$ cat src/rtl/fie_pkg.sv
package fie_pkg;

  localparam logic [7:0] OP_MBF      = 8'h10;
  localparam logic [7:0] OP_MBF_MASK = 8'hF8;
  localparam logic [7:0] OP_AND      = 8'h20;
  localparam logic [7:0] OP_OR       = 8'h21;
  localparam logic [7:0] OP_NOT      = 8'h22;
  localparam logic [7:0] OP_RULE     = 8'h30;
  localparam logic [7:0] OP_END      = 8'hFF;

  // Strobes from the sequencer to the datapath, one cycle each.
  typedef struct packed {
    logic clrRun;
    logic pcInc;
    logic latchOp;
    logic latchBp;
    logic pushAlpha;
    logic pushDiv;
    logic opAnd;
    logic opOr;
    logic opNot;
    logic ruleAcc;
    logic divGo;
    logic divDefuzz;
    logic wrBack;
  } fie_strobe_t;

endpackage

$ cat src/rtl/fie_div.sv
module fie_div #(
  parameter int W  = 26,
  parameter int QW = 8
) (
  input  logic          clk,
  input  logic          rstN,
  input  logic          go,
  input  logic [W-1:0]  num,
  input  logic [W-1:0]  den,
  output logic [QW-1:0] quo,
  output logic          done
);
  localparam int CW = $clog2(W + 1);

  logic [W-1:0]  remR;
  logic [W-1:0]  quoR;
  logic [W-1:0]  denR;
  logic [CW-1:0] cnt;
  logic [W:0]    trial;
  logic [W-1:0]  diff;
  logic          fits;

  assign trial = {remR, quoR[W-1]};
  assign fits  = trial >= {1'b0, denR};
  assign diff  = trial[W-1:0] - denR;
  assign quo   = quoR[QW-1:0];

  always_ff @(posedge clk or negedge rstN) begin
    if (!rstN) begin
      remR <= '0;
      quoR <= '0;
      denR <= '0;
      cnt  <= '0;
      done <= 1'b0;
    end else if (go) begin
      remR <= '0;
      quoR <= num;
      denR <= den;
      cnt  <= CW'(W);
      done <= 1'b0;
    end else if (cnt != '0) begin
      remR <= fits ? diff : trial[W-1:0];
      quoR <= {quoR[W-2:0], fits};
      cnt  <= cnt - CW'(1);
      done <= (cnt == CW'(1));
    end else begin
      done <= 1'b0;
    end
  end
endmodule

$ cat src/rtl/fie_dp.sv
module fie_dp import fie_pkg::*; #(
  parameter int IN_NUM      = 8,
  parameter int DATA_W      = 8,
  parameter int PC_W        = 10,
  parameter int DEST_W      = 7,
  parameter int STACK_DEPTH = 8,
  parameter int ACC_W       = 26,
  localparam int IDX_W      = $clog2(IN_NUM)
) (
  input  logic              clk,
  input  logic              rstN,
  input  fie_strobe_t       stb,
  input  logic              loadEn,
  input  logic [IDX_W-1:0]  loadIdx,
  input  logic [DATA_W-1:0] loadData,
  input  logic [DEST_W-1:0] destAddr,
  output logic [PC_W-1:0]   memRdAddr,
  input  logic [DATA_W-1:0] memRdData,
  output logic [DEST_W-1:0] rfWrAddr,
  output logic [DATA_W-1:0] rfWrData,
  output logic              alphaSlope,
  output logic              sumWZero,
  output logic              divDone
);
  localparam int SP_W = $clog2(STACK_DEPTH + 1);
  localparam int SI_W = $clog2(STACK_DEPTH);
  localparam int BP_W = 4 * DATA_W;
  localparam logic [DATA_W-1:0] MAXV = '1;

  // input variable bank
  logic [DATA_W-1:0] inReg [IN_NUM];
  for (genvar g = 0; g < IN_NUM; g++) begin : gInReg
    logic [DATA_W-1:0] val;
    always_ff @(posedge clk or negedge rstN) begin
      if (!rstN) val <= '0;
      else if (loadEn && loadIdx == IDX_W'(g)) val <= loadData;
    end
    assign inReg[g] = val;
  end

  // program counter, opcode operand, breakpoints, destination
  logic [PC_W-1:0]   pc;
  logic [IDX_W-1:0]  opIdx;
  logic [BP_W-1:0]   bpSh;
  logic [DEST_W-1:0] destReg;

  always_ff @(posedge clk or negedge rstN) begin
    if (!rstN) begin
      pc      <= '0;
      opIdx   <= '0;
      bpSh    <= '0;
      destReg <= '0;
    end else begin
      if (stb.clrRun) begin
        pc      <= '0;
        destReg <= destAddr;
      end else if (stb.pcInc) begin
        pc <= pc + PC_W'(1);
      end
      if (stb.latchOp) opIdx <= memRdData[IDX_W-1:0];
      if (stb.latchBp) bpSh  <= {bpSh[BP_W-DATA_W-1:0], memRdData};
    end
  end

  assign memRdAddr = pc;
  assign rfWrAddr  = destReg;

  // trapezoid classification
  logic [DATA_W-1:0] xVal, bpA, bpB, bpC, bpD, slopeRise, slopeSpan;
  logic              isZero, isFull, rising;
  logic [DATA_W-1:0] constAlpha;
  logic [ACC_W-1:0]  alphaNum, alphaDen;

  assign xVal   = inReg[opIdx];
  assign bpA    = bpSh[BP_W-1 -: DATA_W];
  assign bpB    = bpSh[BP_W-DATA_W-1 -: DATA_W];
  assign bpC    = bpSh[2*DATA_W-1 -: DATA_W];
  assign bpD    = bpSh[DATA_W-1:0];
  assign isZero = (xVal < bpA) || (xVal > bpD);
  assign isFull = (xVal >= bpB) && (xVal <= bpC);
  assign rising = xVal < bpB;
  assign alphaSlope = !isZero && !isFull;
  assign constAlpha = isFull ? MAXV : '0;
  assign slopeRise  = rising ? (xVal - bpA) : (bpD - xVal);
  assign slopeSpan  = rising ? (bpB - bpA) : (bpD - bpC);
  assign alphaNum   = ACC_W'(slopeRise) * ACC_W'(MAXV);
  assign alphaDen   = ACC_W'(slopeSpan);

  // operand stack
  logic [DATA_W-1:0] stk [STACK_DEPTH];
  logic [SP_W-1:0]   sp, spNext;
  logic [SI_W-1:0]   topIdx, nxtIdx, pushIdx, stkWIdx;
  logic [DATA_W-1:0] topVal, nxtVal, stkWData, divQuo;
  logic              stkWe;

  assign topIdx  = SI_W'(sp - SP_W'(1));
  assign nxtIdx  = SI_W'(sp - SP_W'(2));
  assign pushIdx = SI_W'(sp);
  assign topVal  = stk[topIdx];
  assign nxtVal  = stk[nxtIdx];

  always_comb begin
    stkWe    = 1'b0;
    stkWIdx  = pushIdx;
    stkWData = constAlpha;
    spNext   = sp;
    if (stb.clrRun) begin
      spNext = '0;
    end else if (stb.pushAlpha) begin
      stkWe  = 1'b1;
      spNext = sp + SP_W'(1);
    end else if (stb.pushDiv) begin
      stkWe    = 1'b1;
      stkWData = divQuo;
      spNext   = sp + SP_W'(1);
    end else if (stb.opAnd || stb.opOr) begin
      stkWe   = 1'b1;
      stkWIdx = nxtIdx;
      if (stb.opAnd) stkWData = (nxtVal < topVal) ? nxtVal : topVal;
      else           stkWData = (nxtVal > topVal) ? nxtVal : topVal;
      spNext  = sp - SP_W'(1);
    end else if (stb.opNot) begin
      stkWe    = 1'b1;
      stkWIdx  = topIdx;
      stkWData = MAXV - topVal;
    end else if (stb.ruleAcc) begin
      spNext = sp - SP_W'(1);
    end
  end

  always_ff @(posedge clk or negedge rstN) begin
    if (!rstN) sp <= '0;
    else       sp <= spNext;
  end

  always_ff @(posedge clk) begin
    if (stkWe) stk[stkWIdx] <= stkWData;
  end

  // rule accumulation
  logic [ACC_W-1:0] sumW, sumWS;
  always_ff @(posedge clk or negedge rstN) begin
    if (!rstN) begin
      sumW  <= '0;
      sumWS <= '0;
    end else if (stb.clrRun) begin
      sumW  <= '0;
      sumWS <= '0;
    end else if (stb.ruleAcc) begin
      sumW  <= sumW + ACC_W'(topVal);
      sumWS <= sumWS + ACC_W'(topVal) * ACC_W'(memRdData);
    end
  end
  assign sumWZero = (sumW == '0);

  // shared divider: slope activation or final weighted average
  logic [ACC_W-1:0] divNum, divDen;
  assign divNum = stb.divDefuzz ? sumWS : alphaNum;
  assign divDen = stb.divDefuzz ? sumW  : alphaDen;

  fie_div #(.W(ACC_W), .QW(DATA_W)) u_div (
    .clk  (clk),
    .rstN (rstN),
    .go   (stb.divGo),
    .num  (divNum),
    .den  (divDen),
    .quo  (divQuo),
    .done (divDone)
  );

  assign rfWrData = sumWZero ? '0 : divQuo;
endmodule

$ cat src/rtl/fie_ctrl.sv
module fie_ctrl import fie_pkg::*; #(
  parameter int DATA_W = 8,
  parameter int BP_NUM = 4
) (
  input  logic              clk,
  input  logic              rstN,
  input  logic              start,
  input  logic [DATA_W-1:0] memRdData,
  input  logic              alphaSlope,
  input  logic              sumWZero,
  input  logic              divDone,
  output fie_strobe_t       stb,
  output logic              busy,
  output logic              done
);
  localparam int CNT_W = $clog2(BP_NUM);

  typedef enum logic [3:0] {
    S_IDLE, S_FETCH, S_DECODE, S_RDBP, S_CAPBP, S_ALPHA, S_ADIV,
    S_RDS, S_CAPS, S_DEF, S_DDIV, S_WRITE, S_DONE
  } state_t;

  state_t          state, stateNext;
  logic [CNT_W-1:0] bpCnt;

  always_comb begin
    stb       = '0;
    stateNext = state;
    unique case (state)
      S_IDLE: if (start) begin
        stb.clrRun = 1'b1;
        stateNext  = S_FETCH;
      end
      S_FETCH: begin
        stb.pcInc = 1'b1;
        stateNext = S_DECODE;
      end
      S_DECODE: begin
        stb.latchOp = 1'b1;
        stateNext   = S_FETCH;
        if ((memRdData & OP_MBF_MASK) == OP_MBF) stateNext = S_RDBP;
        else if (memRdData == OP_AND)  stb.opAnd = 1'b1;
        else if (memRdData == OP_OR)   stb.opOr  = 1'b1;
        else if (memRdData == OP_NOT)  stb.opNot = 1'b1;
        else if (memRdData == OP_RULE) stateNext = S_RDS;
        else if (memRdData == OP_END)  stateNext = S_DEF;
      end
      S_RDBP: begin
        stb.pcInc = 1'b1;
        stateNext = S_CAPBP;
      end
      S_CAPBP: begin
        stb.latchBp = 1'b1;
        stateNext   = (bpCnt == CNT_W'(BP_NUM - 1)) ? S_ALPHA : S_RDBP;
      end
      S_ALPHA: begin
        if (alphaSlope) begin
          stb.divGo = 1'b1;
          stateNext = S_ADIV;
        end else begin
          stb.pushAlpha = 1'b1;
          stateNext     = S_FETCH;
        end
      end
      S_ADIV: if (divDone) begin
        stb.pushDiv = 1'b1;
        stateNext   = S_FETCH;
      end
      S_RDS: begin
        stb.pcInc = 1'b1;
        stateNext = S_CAPS;
      end
      S_CAPS: begin
        stb.ruleAcc = 1'b1;
        stateNext   = S_FETCH;
      end
      S_DEF: begin
        if (sumWZero) begin
          stateNext = S_WRITE;
        end else begin
          stb.divGo     = 1'b1;
          stb.divDefuzz = 1'b1;
          stateNext     = S_DDIV;
        end
      end
      S_DDIV: if (divDone) stateNext = S_WRITE;
      S_WRITE: begin
        stb.wrBack = 1'b1;
        stateNext  = S_DONE;
      end
      S_DONE:  stateNext = S_IDLE;
      default: stateNext = S_IDLE;
    endcase
  end

  always_ff @(posedge clk or negedge rstN) begin
    if (!rstN) begin
      state <= S_IDLE;
      bpCnt <= '0;
    end else begin
      state <= stateNext;
      if (state == S_DECODE)     bpCnt <= '0;
      else if (state == S_CAPBP) bpCnt <= bpCnt + CNT_W'(1);
    end
  end

  assign busy = (state != S_IDLE);
  assign done = (state == S_DONE);
endmodule

$ cat src/rtl/fuzzy_infer_engine.sv
module fuzzy_infer_engine import fie_pkg::*; #(
  parameter int IN_NUM      = 8,
  parameter int DATA_W      = 8,
  parameter int PC_W        = 10,
  parameter int DEST_W      = 7,
  parameter int STACK_DEPTH = 8,
  parameter int ACC_W       = 26,
  localparam int IDX_W      = $clog2(IN_NUM)
) (
  input  logic              clk,
  input  logic              rstN,
  input  logic              loadEn,
  input  logic [IDX_W-1:0]  loadIdx,
  input  logic [DATA_W-1:0] loadData,
  input  logic              start,
  input  logic [DEST_W-1:0] destAddr,
  output logic [PC_W-1:0]   memRdAddr,
  input  logic [DATA_W-1:0] memRdData,
  output logic              rfWrEn,
  output logic [DEST_W-1:0] rfWrAddr,
  output logic [DATA_W-1:0] rfWrData,
  output logic              busy,
  output logic              done
);
  fie_strobe_t stb;
  logic        alphaSlope, sumWZero, divDone;

  fie_ctrl #(.DATA_W(DATA_W), .BP_NUM(4)) u_ctrl (
    .clk        (clk),
    .rstN       (rstN),
    .start      (start),
    .memRdData  (memRdData),
    .alphaSlope (alphaSlope),
    .sumWZero   (sumWZero),
    .divDone    (divDone),
    .stb        (stb),
    .busy       (busy),
    .done       (done)
  );

  fie_dp #(
    .IN_NUM(IN_NUM), .DATA_W(DATA_W), .PC_W(PC_W), .DEST_W(DEST_W),
    .STACK_DEPTH(STACK_DEPTH), .ACC_W(ACC_W)
  ) u_dp (
    .clk        (clk),
    .rstN       (rstN),
    .stb        (stb),
    .loadEn     (loadEn),
    .loadIdx    (loadIdx),
    .loadData   (loadData),
    .destAddr   (destAddr),
    .memRdAddr  (memRdAddr),
    .memRdData  (memRdData),
    .rfWrAddr   (rfWrAddr),
    .rfWrData   (rfWrData),
    .alphaSlope (alphaSlope),
    .sumWZero   (sumWZero),
    .divDone    (divDone)
  );

  assign rfWrEn = stb.wrBack;
endmodule

$ cat config.mk
export PLATFORM = sky130hd
export DESIGN_NAME = fuzzy_infer_engine
export DESIGN_NICKNAME = d
export VERILOG_FILES = /design/src/rtl/fie_pkg.sv /design/src/rtl/fie_div.sv /design/src/rtl/fie_dp.sv /design/src/rtl/fie_ctrl.sv /design/src/rtl/fuzzy_infer_engine.sv
export SDC_FILE = /design/constraint.sdc
export NUM_CORES = 1
export LEC_CHECK = 0
export ABC_CLOCK_PERIOD_IN_PS = 8600
export CORE_MARGIN = 2
export CORE_UTILIZATION = 53
export DETAILED_ROUTE_END_ITERATION = 16
export HOLD_SLACK_MARGIN = 0.1
export PLACE_DENSITY = 0.73
export RECOVER_POWER = 100
export SLEW_MARGIN = 20
export SYNTH_ARGS = -nofsm -noshare
export SYNTH_HDL_FRONTEND = slang
export SYNTH_SLANG_ARGS = --single-unit
$ cat constraint.sdc
create_clock -name clk -period 8.6 [get_ports clk]
set_input_delay 1.29 -clock clk [delete_from_list [all_inputs] [get_ports clk]]
set_output_delay 1.29 -clock clk [all_outputs]
set_load 0.01 [all_outputs]
==> flow_metrics.py <==
metrics = {
    "run_status": {
        "outcome": "complete, but fails checks",
        "failed_checks": "max-capacitance violations, max-slew violations",
    },
    "detailed_routing": {
        "ant_nets": 0,
        "drt-wirelength-per-cell_um": 19.3,
        "drc": 0,
        "finalWirelength_mm": 56.1,
        "first_pass_iters": 5,
        "drt_iter0_markers": 1278,
        "viasPerCell": 5.87,
        "num_vias": 17000,
    },
    "grt": {
        "antenna_found_initial": 0,
        "overflow": 0,
        "grt_use_total": 0.259,
        "grt_pass1_vias": 17300,
        "grt_max_degree": 89,
        "grt_pass1_wl_mm": 91.8,
    },
    "synthesis": {
        "async_reset_ff_frac": 0.803,
        "ys_ff_latch": 325,
        "yosys_warnings": 0,
        "synth-edff-count": 64,
        "synth-seq-area-share": 0.369,
        "synth.avg_cell_area_um2": 10.1,
        "synth_nets": 2553,
        "synth_cell_types": 83,
        "synth_flop_cell": "dfrtp_1",
        "syn_area_um2": 22900,
        "netlist_instances": 2266,
    },
    "sta": {
        "tns_ns": 0,
        "fin_crit_sh": 0.893,
        "rsz0062_at_grt": "false",
        "worst_pin_slew_ns": 4.91,
        "slew_violations": 414,
        "max_clock_freq_mhz": 130,
        "setup_viol": 0,
        "finalClockSkew_ns": 0.0173,
        "timing.slew.headroom": -2.28,
        "hold_viol": 0,
        "min_period_ns": 7.68,
    },
    "setup_path": {
        "start_kind": "flop",
        "r2r-end": "u_dp.u_div.quoR[15]",
        "worstPathMaxFanout": 9,
        "cp-end-kind": "flop",
        "worstPathRequired_ns": 9.02,
        "cp_slowest_cell": "dfrtp_1",
        "cp_slowest_stage_delay_ns": 0.68,
        "rr_worst_depth": 26,
        "criticalPathCategory": "flop to flop",
        "timing.rr.start": "u_dp.opIdx[0]",
        "cp.arrival_ns": 8.10,
        "r2r_setup_slack_ns": 0.92,
    },
    "cells_and_area": {
        "final_common_cell": "dfrtp_1",
        "layout-drive-gt1-share": 0.101,
        "fin_nets": 2580,
        "area_growth_pct": 10.3,
        "most-common-layout-cells": "dfrtp_1 (261), nand2_1 (254), inv_1 (213)",
        "antenna_cells": 0,
    },
    "worst_hold_path": {
        "hold_class": "flop to flop",
        "min_path_cells": 2,
        "min_to": "u_dp.rfWrAddr[1]",
        "hp-start": "u_dp.rfWrAddr[1]",
    },
    "cts": {
        "tritoncts": "yes",
        "cts_buffer_depth": 3,
        "hold_buffers": 0,
        "path_clk_slew_ns": 0.06,
        "clock_sinks": 325,
        "cts_max_level": 2,
        "cts_buffers": 38,
        "cts_root_buf": "clkbuf_16",
        "clock_latency_ns": 0.56,
        "cts_resized": 0,
        "cts_setup_buffers": 0,
    },
    "floorplanning": {
        "start_util": 0.534,
        "io-pin-count": 58,
        "coreArea_um2": 42900,
        "die_y_um": 212,
        "dieArea_um2": 44900,
        "die_w_um": 212,
        "rows": 76,
    },
    "place": {
        "place.gp.congestion": 0.952,
        "hpwl_mm": 40.8,
        "port_buffers": 57,
    },
    "job": {
        "cap_violations": 10,
    },
}
-- layout make-up --
| cell class | count | area, um2 |
|---|---|---|
| clock buffer | 48 | 1050 |
| timing repair buffer | 90 | 758 |
| inverter | 213 | 800 |
| sequential | 325 | 8450 |
| tap | 585 | 732 |
| clock inverter | 20 | 292 |
| multi-input combinational | 1625 | 13200 |
| fill | 3591 | 17600 |
-- cell usage after synthesis (all sizes together), types with 11 or more instances --
cell      n  area (um2)
or3      14        87.6
clkbuf   71         267
o31ai    30         225
nand4    12        75.1
o211ai   13        97.6
o21ai   130         654
mux2     93        1050
xor2     47         412
ha      174        2180
nor3b    15         123
inv     213         800
nor2b    37         231
nor2    106         403
fa       83        1660
a21oi   116         596
edfxtp   64        1920
o21a     17         128
mux2i    37         370
and3     18         113
nand3    61         310
dfrtp   261        6530
a211oi   12        95.1
nand2b   22         138
nor3     41         215
xnor2    57         499
a31oi    11        83.8
a221o    12         120
nor4     11        75.1
mux4     48        1080
o21bai   11        82.6
and2     24         150
nand2   254         953
a21o     40         302
buf      32         180
-- registers in the layout, indices dropped and copies added (netlist names) --
register         cells
u_dp.gInReg.val     64
u_dp.stk            64
u_dp.bpSh           32
u_dp.sumWS          26
u_dp.sumW           26
u_dp.u_div.denR     26
u_dp.u_div.quoR     26
u_dp.u_div.remR     26
u_dp.memRdAddr      10
u_dp.rfWrAddr        7
u_dp.u_div.cnt       5
u_ctrl.state         4
u_dp.opIdx           3
u_dp.sp              3
u_ctrl.bpCnt         2
u_dp.u_div.done      1
-- stage by stage --
step	hold slack, ns	area [um2]	setup WS [ns]	cells	utilization
after global placement	0.458	24100	1.02	2838	0.561
after detailed placement	0.466	24100	0.888	2838	0.561
after CTS	0.483	25400	0.743	2906	0.592
final	0.473	25300	0.920	2906	0.589
after floorplan	0.450	22900	1.04	2266	-
after global routing	0.497	25300	0.451	2906	0.589
-- worst max-delay path, delay by kind of cell, from the launching register on --
family,cells,cell delay [ns]
buffers and inverters,5,0.62
AOI/OAI and AO/OA,11,1.99
adders and majority gates,6,2.84
xor gates and xnor gates,1,0.10
DFF,1,0.68
muxes,3,1.27
-- how the worst max path moves through the flow --
stage	end	start	depth (start not counted)	slack (ns)
finish	u_dp.u_div.quoR[15]	u_dp.opIdx[0]	26	0.92
global route	u_dp.u_div.quoR[15]	u_dp.opIdx[0]	26	0.45
CTS	u_dp.sumWS[20]	u_dp.sp[1]	22	0.74
detailed placement	u_dp.sumWS[20]	u_dp.sp[1]	22	0.89
global placement	u_dp.sumWS[20]	u_dp.sp[1]	22	1.02
floorplan	u_dp.u_div.quoR[12]	u_dp.opIdx[0]	27	1.04
-- routing by layer --
metal / vias to the layer above / track usage / wire length [um]
met3: 98 / 0.0405 / 3090
met5: - / 0 / 0
li1: 8006 / - / -
met1: 8473 / 0.332 / 23700
met4: 0 / 0.0969 / 1770
met2: 470 / 0.444 / 27600
-- cells by family (layout without fill, tap and decap cells) --
family,Yosys count,after routing,synth area share
adders and majority gates,257,257,0.168
and+or+nand+nor,636,636,0.133
DFF,325,325,0.369
AOI/OAI and AO/OA,450,450,0.127
xor gates and xnor gates,104,104,0.0398
muxes,178,178,0.109
buffers and inverters,316,371,0.0544
Power is left out: the tool's default activity adds up to more than one toggle a clock period on the data nets, which glitch-free logic cannot reach.
